===== src/rtl/dma_pkg.sv =====
package dma_pkg;

    typedef enum logic [2:0] {
        ST_IDLE,
        ST_REQ,
        ST_RD,
        ST_WR,
        ST_REL
    } mv_state_e;

    localparam int REG_SRC  = 0;
    localparam int REG_DST  = 1;
    localparam int REG_LEN  = 2;
    localparam int REG_BLK  = 3;
    localparam int REG_CTRL = 4;

    localparam int CTRL_GO    = 0;
    localparam int CTRL_STEAL = 1;
    localparam int CTRL_CLR   = 2;

endpackage


===== src/rtl/dma_regs.sv =====
module dma_regs
    import dma_pkg::*;
#(
    parameter int AW = 16,
    parameter int LW = 16,
    parameter int RW = 3,
    localparam int CW = (AW > LW) ? AW : LW
) (
    input  logic          clk,
    input  logic          rst_n,
    input  logic          cfg_wr,
    input  logic [RW-1:0] cfg_addr,
    input  logic [CW-1:0] cfg_wdata,
    input  logic          busy,
    output logic [AW-1:0] src_o,
    output logic [AW-1:0] dst_o,
    output logic [LW-1:0] len_o,
    output logic [LW-1:0] blk_o,
    output logic          steal_o,
    output logic          go_o,
    output logic          clr_o
);

    typedef struct packed {
        logic [AW-1:0] src;
        logic [AW-1:0] dst;
        logic [LW-1:0] len;
        logic [LW-1:0] blk;
        logic          steal;
        logic          go;
        logic          clr;
    } cfg_t;

    cfg_t r_d, r_q;
    logic locked;

    always_comb begin
        r_d     = r_q;
        r_d.go  = 1'b0;
        r_d.clr = 1'b0;
        locked  = busy | r_q.go;
        if (cfg_wr) begin
            if (cfg_addr == RW'(REG_CTRL)) begin
                r_d.clr = cfg_wdata[CTRL_CLR];
                if (!locked) begin
                    r_d.steal = cfg_wdata[CTRL_STEAL];
                    r_d.go    = cfg_wdata[CTRL_GO];
                end
            end else if (!locked) begin
                case (cfg_addr)
                    RW'(REG_SRC): r_d.src = cfg_wdata[AW-1:0];
                    RW'(REG_DST): r_d.dst = cfg_wdata[AW-1:0];
                    RW'(REG_LEN): r_d.len = cfg_wdata[LW-1:0];
                    RW'(REG_BLK): r_d.blk = cfg_wdata[LW-1:0];
                    default: ;
                endcase
            end
        end
    end

    always_ff @(posedge clk or negedge rst_n) begin
        if (!rst_n) r_q <= '0;
        else        r_q <= r_d;
    end

    assign src_o   = r_q.src;
    assign dst_o   = r_q.dst;
    assign len_o   = r_q.len;
    assign blk_o   = r_q.blk;
    assign steal_o = r_q.steal;
    assign go_o    = r_q.go;
    assign clr_o   = r_q.clr;

    // settings frozen and no new go while a transfer runs
    a_r11_frozen_when_busy: assert property (@(posedge clk) disable iff (!rst_n)
        busy |=> ($stable(src_o) && $stable(dst_o) && $stable(len_o) && !go_o));

endmodule


===== src/rtl/dma_mover.sv =====
module dma_mover
    import dma_pkg::*;
#(
    parameter int AW = 16,
    parameter int DW = 32,
    parameter int LW = 16
) (
    input  logic          clk,
    input  logic          rst_n,
    input  logic          go,
    input  logic          steal,
    input  logic          clr_done,
    input  logic [AW-1:0] cfg_src,
    input  logic [AW-1:0] cfg_dst,
    input  logic [LW-1:0] cfg_len,
    input  logic [LW-1:0] cfg_blk,
    output logic          bus_req,
    input  logic          bus_gnt,
    output logic          mem_req,
    output logic          mem_we,
    output logic [AW-1:0] mem_addr,
    output logic [DW-1:0] mem_wdata,
    input  logic [DW-1:0] mem_rdata,
    input  logic          mem_ready,
    output logic          busy,
    output logic          irq
);

    typedef struct packed {
        mv_state_e     st;
        logic [AW-1:0] src;
        logic [AW-1:0] dst;
        logic [LW-1:0] rem;
        logic [LW-1:0] blk;
        logic [LW-1:0] blk_left;
        logic [DW-1:0] data;
        logic          steal;
        logic          done;
    } mv_t;

    mv_t  m_d, m_q;
    logic fin;

    always_comb begin
        m_d = m_q;
        fin = 1'b0;
        case (m_q.st)
            ST_IDLE: begin
                if (go) begin
                    if (cfg_len == '0) begin
                        fin = 1'b1;
                    end else begin
                        m_d.src      = cfg_src;
                        m_d.dst      = cfg_dst;
                        m_d.rem      = cfg_len;
                        m_d.blk      = (cfg_blk == '0) ? cfg_len : cfg_blk;
                        m_d.blk_left = (cfg_blk == '0) ? cfg_len : cfg_blk;
                        m_d.steal    = steal;
                        m_d.st       = ST_REQ;
                    end
                end
            end
            ST_REQ: begin
                if (bus_gnt) m_d.st = ST_RD;
            end
            ST_RD: begin
                if (mem_ready) begin
                    m_d.data = mem_rdata;
                    m_d.st   = ST_WR;
                end
            end
            ST_WR: begin
                if (mem_ready) begin
                    m_d.src = m_q.src + AW'(1);
                    m_d.dst = m_q.dst + AW'(1);
                    m_d.rem = m_q.rem - LW'(1);
                    if (m_q.blk_left == LW'(1)) m_d.blk_left = m_q.blk;
                    else                        m_d.blk_left = m_q.blk_left - LW'(1);
                    if (m_q.rem == LW'(1)) begin
                        fin    = 1'b1;
                        m_d.st = ST_IDLE;
                    end else if (m_q.steal && m_q.blk_left == LW'(1)) begin
                        m_d.st = ST_REL;
                    end else begin
                        m_d.st = ST_RD;
                    end
                end
            end
            ST_REL: begin
                if (!bus_gnt) m_d.st = ST_REQ;
            end
            default: m_d.st = ST_IDLE;
        endcase
        m_d.done = fin | (m_q.done & ~clr_done);
    end

    always_ff @(posedge clk or negedge rst_n) begin
        if (!rst_n) begin
            m_q    <= '0;
            m_q.st <= ST_IDLE;
        end else begin
            m_q <= m_d;
        end
    end

    assign bus_req   = (m_q.st == ST_REQ) || (m_q.st == ST_RD) || (m_q.st == ST_WR);
    assign mem_req   = (m_q.st == ST_RD) || (m_q.st == ST_WR);
    assign mem_we    = (m_q.st == ST_WR);
    assign mem_addr  = (m_q.st == ST_WR) ? m_q.dst : m_q.src;
    assign mem_wdata = m_q.data;
    assign busy      = (m_q.st != ST_IDLE);
    assign irq       = m_q.done;

    // never touch memory without the grant
    a_r3_access_needs_grant: assert property (@(posedge clk) disable iff (!rst_n)
        mem_req |-> bus_gnt);

    // request held while waiting for the grant
    a_r3_req_held: assert property (@(posedge clk) disable iff (!rst_n)
        (bus_req && !bus_gnt) |=> bus_req);

    // a completed read is followed by a write
    a_r4_read_then_write: assert property (@(posedge clk) disable iff (!rst_n)
        (mem_req && !mem_we && mem_ready) |=> (mem_req && mem_we));

    // bus released right after the final write
    a_r7_drop_after_last: assert property (@(posedge clk) disable iff (!rst_n)
        (fin && mem_req) |=> !bus_req);

    // done is sticky until cleared
    a_r9_irq_sticky: assert property (@(posedge clk) disable iff (!rst_n)
        (irq && !clr_done) |=> irq);

    // stalled access is held steady
    a_r10_hold_while_wait: assert property (@(posedge clk) disable iff (!rst_n)
        (mem_req && !mem_ready) |=> (mem_req && $stable(mem_addr) && $stable(mem_we)));

endmodule


===== src/rtl/xfer_dma.sv =====
module xfer_dma
    import dma_pkg::*;
#(
    parameter int AW = 16,
    parameter int DW = 32,
    parameter int LW = 16,
    parameter int RW = 3,
    localparam int CW = (AW > LW) ? AW : LW
) (
    input  logic          clk,
    input  logic          rst_n,
    input  logic          cfg_wr,
    input  logic [RW-1:0] cfg_addr,
    input  logic [CW-1:0] cfg_wdata,
    output logic          irq,
    output logic          bus_req,
    input  logic          bus_gnt,
    output logic          mem_req,
    output logic          mem_we,
    output logic [AW-1:0] mem_addr,
    output logic [DW-1:0] mem_wdata,
    input  logic [DW-1:0] mem_rdata,
    input  logic          mem_ready
);

    logic [AW-1:0] src_w, dst_w;
    logic [LW-1:0] len_w, blk_w;
    logic          steal_w, go_w, clr_w, busy_w;

    dma_regs #(.AW(AW), .LW(LW), .RW(RW)) regs_i (
        .clk      (clk),
        .rst_n    (rst_n),
        .cfg_wr   (cfg_wr),
        .cfg_addr (cfg_addr),
        .cfg_wdata(cfg_wdata),
        .busy     (busy_w),
        .src_o    (src_w),
        .dst_o    (dst_w),
        .len_o    (len_w),
        .blk_o    (blk_w),
        .steal_o  (steal_w),
        .go_o     (go_w),
        .clr_o    (clr_w)
    );

    dma_mover #(.AW(AW), .DW(DW), .LW(LW)) mover_i (
        .clk      (clk),
        .rst_n    (rst_n),
        .go       (go_w),
        .steal    (steal_w),
        .clr_done (clr_w),
        .cfg_src  (src_w),
        .cfg_dst  (dst_w),
        .cfg_len  (len_w),
        .cfg_blk  (blk_w),
        .bus_req  (bus_req),
        .bus_gnt  (bus_gnt),
        .mem_req  (mem_req),
        .mem_we   (mem_we),
        .mem_addr (mem_addr),
        .mem_wdata(mem_wdata),
        .mem_rdata(mem_rdata),
        .mem_ready(mem_ready),
        .busy     (busy_w),
        .irq      (irq)
    );

endmodule


===== config.mk =====
export PLATFORM = sky130hd
export DESIGN_NAME = xfer_dma
export DESIGN_NICKNAME = d
export VERILOG_FILES = /design/src/rtl/dma_pkg.sv /design/src/rtl/dma_regs.sv /design/src/rtl/dma_mover.sv /design/src/rtl/xfer_dma.sv
export SDC_FILE = /design/constraint.sdc
export NUM_CORES = 1
export LEC_CHECK = 0
export BUFFER_PORTS_ARGS = -buffer_cell sky130_fd_sc_hd__clkbuf_2
export CORE_AREA = 2 2 210 109
export CTS_BUF_LIST = sky130_fd_sc_hd__clkbuf_4
export CTS_CLUSTER_SIZE = 12
export DETAILED_ROUTE_END_ITERATION = 8
export DIE_AREA = 0 0 212 111
export SLEW_MARGIN = 20
export SYNTH_ARGS = -nofsm -noshare
export SYNTH_HDL_FRONTEND = slang
export SYNTH_SLANG_ARGS = --single-unit

===== constraint.sdc =====
create_clock -name clk -period 6.2 [get_ports clk]
set_clock_uncertainty 0.05 [all_clocks]
set_input_delay 0.31 -clock clk [delete_from_list [all_inputs] [get_ports clk]]
set_output_delay 0.31 -clock clk [all_outputs]
set_load 0.005 [all_outputs]

==> reports/metrics.yaml <==
crit_family: "buffers and inverters"
synth.top_cell.area_share_pct: 48.0
wl_per_cell_um: 20.5
htreeDepth: 4
rsz0062_at_grt: "no"
multiInputGateArea_um2: 4500
status: "complete, no violations"
clock-sinks: 184
synth.avg_cell_area_um2: 10.2
seq_area_frac_synth_pct: 48.0
worstRegToRegCells: 3
startpoint_type: "flip-flop"
io_pins: 108
netlist_instances: 945
fp.dieW_um: 212
synth.largest_area_cell: "dfrtp_1"
drv_cap: 0
p_per_area_nw_per_um2: 403
synth_seq_cells: 184
wirelength_mm: 27.9
critPathRequiredTime_ns: 5.84
arrival_ns: 2.78
ctsHoldBuffers: 51
critPathMaxStageDelay_ns: 0.63
vias_per_cell: 5.73
dieArea_um2: 23500
synth_cell_types: 70
async_reset_ff_share_pct: 100
critPathKind: "flip-flop to output port"
seq_area_um2: 4600
cts-buffers-inserted: 17
area_delta_synth_final_pct: 14.5
synth.area.top_cells: "dfrtp_1, mux2_2, o21ai_0"
nets: 1107
yosys-top-cells-count: "dfrtp_1, mux2_2, nand2_1, o21ai_0, a21oi_1"
num_vias: 7818
rows: 39
portBuffers: 107
holdPathStages: 5
setup_viol: 0
synthFlopType: "dfrtp_1"
slew_headroom_pct: 24.1
cts_resized: 0
ant_nets: 0
period_minus_slack_ns: 3.14
dr.pass1.iters: 5
synth_edf_count: 0
synthesis.area_um2: 9600
fillers: 2074
clkTransAtPathRegs_ns: 0.14
hpwlAfterDp_mm: 19.7
grt_max_degree: 111
crit_slowest_cell: "dfrtp_1"
grt_pass1_wl_mm: 43.5
drt-initial-drc-count: 844
die_h_um: 111
cts.path.max_buffers: 2
cts_setup_buffers: 0
path_cells: "nand3b_1, buf_4, inv_2, buf_4, nand2_1, nand2_1, clkbuf_2"
worst_pin_slew_ns: 1.13
syn_nets: 1007
gp_congestion: 0.846
post-route-period-util_pct: 50.7
clk_latency_ns: 0.61
end_kind: "output port"
finalMaxSlewViolations: 0
start_util_pct: 43.6
drive_above_1_share_pct: 26.8
hold_violations: 0
p_leak_nw: 4.86
yosys_warnings: 0
synth.most_common_cell: "dfrtp_1"
crit_cells: 7
core_um2: 22000
hold_class: "primary input to flip-flop"
grt.total_usage_pct: 24.5
cts_root_buf: "clkbuf_4"
hold_slack_ns: 0.117
cp_max_fo: 51
crit_buf_inv: 4
tns_ns: 0
drc: 0
grt_pass1_vias: 7085
overflow: 0
cts_tree: "built"
ir_worst_vdd_v: 0.000175
max_freq_mhz: 318
antenna_found_initial: 0
antennaDiodeCount: 0
tightest hold or removal path: cells and delay by family:
kind / cells / cell delay [ns]
simple gates: 2 / 0.09
compound gates: 2 / 0.21
buf+inv: 1 / 0.11
registers in the layout (all words and copies together) (netlist names):
| name | count |
|---|---|
| mover_i.irq | 1 |
| mover_i.m_q | 84 |
| mover_i.mem_wdata | 32 |
| regs_i.blk_o | 16 |
| regs_i.clr_o | 1 |
| regs_i.dst_o | 16 |
| regs_i.go_o | 1 |
| regs_i.len_o | 16 |
| regs_i.src_o | 16 |
| regs_i.steal_o | 1 |
power breakdown:
part	total [mW]	switching [mW]	internal (mW)
Clock	0.750	0.436	0.314
Combinational	1.73	0.983	0.743
Sequential	1.95	0.396	1.56
Total	4.43	1.81	2.61
layer usage:
metal	wire [um]	GRT usage, %	part of all wire, %
met5	0	0	0
met4	243	4.88	0.87
met1	15200	42.5	54
met2	10000	28.5	36
met3	2430	6.52	8.7
cells by family (layout without fill, tap and decap cells):
family | count (synthesis) | count (layout) | share of synthesized area, %
AO/OA/AOI/OAI | 244 | 244 | 15.7
XOR/XNOR | 8 | 8 | 0.730
adder cells (fa/ha/maj) | 6 | 6 | 0.782
buffers and inverters | 104 | 216 | 5.64
flip-flops | 184 | 184 | 48.0
multiplexers | 109 | 109 | 12.7
AND/OR/NAND/NOR | 290 | 290 | 16.4
final timing paths:
kind                                         startpoint                           end  slack, ns
max in group asynchronous                         rst_n   regs_i.src_o[3]$_DFFE_PN0P_       4.24
max reg2reg                mover_i.m_q[114]$_DFFE_PN0P_   regs_i.blk_o[8]$_DFFE_PN0P_       3.25
min                                             bus_gnt  mover_i.m_q[115]$_DFFE_PN0P_       0.12
max                        mover_i.m_q[114]$_DFFE_PN0P_                  mem_addr[15]       3.06
min reg2reg                 mover_i.m_q[55]$_DFFE_PN0P_   mover_i.m_q[55]$_DFFE_PN0P_       0.45
min in group asynchronous                         rst_n   mover_i.m_q[60]$_DFFE_PN0P_       0.29
layout make-up:
cell class	count	share of cell area [%]
clock buffers	17	1.16
clock inverters	14	1.64
inverters	17	0.580
multi-input cells	657	41.0
flip-flops and latches	184	41.9
well taps	307	3.49
repair buffers	168	10.3
stage by stage:
step	power [mW]	worst slack, ns	area, um^2	cells	util [%]
2_1_floorplan	3.14	4.11	9600	945	-
3_3_place_gp	3.61	3.40	10200	1282	46.2
3_5_place_dp	3.64	3.36	10200	1282	46.2
4_1_cts	4.41	3.04	11000	1364	49.9
5_1_grt	4.71	2.90	11000	1364	50.0
6_report	4.43	3.06	11000	1364	50.0
placed cells by master (no fill, tap or decap), types with 5 or more instances in the layout:
cell type	instances
inv_1	16
o21a_1	5
nor4_1	11
nor4_2	7
a221oi_1	5
o21ai_0	74
nor3_2	6
nand4_1	12
and3_1	7
clkbuf_2	106
a22oi_1	5
and4b_1	5
nor2_1	66
clkinv_1	5
mux2_2	105
a211oi_1	7
a21o_1	10
nor3_1	17
clkbuf_4	17
o22ai_1	5
a21oi_1	70
ha_1	6
a31oi_1	11
o21ai_1	6
nor3b_1	11
nor4b_1	5
nand3_1	30
dfrtp_1	184
dlygate4sd3_1	51
or3_1	8
nand2_1	76
xor2_1	6
buf_4	10
No activity file was read; power rests on OpenSTA's default activity.
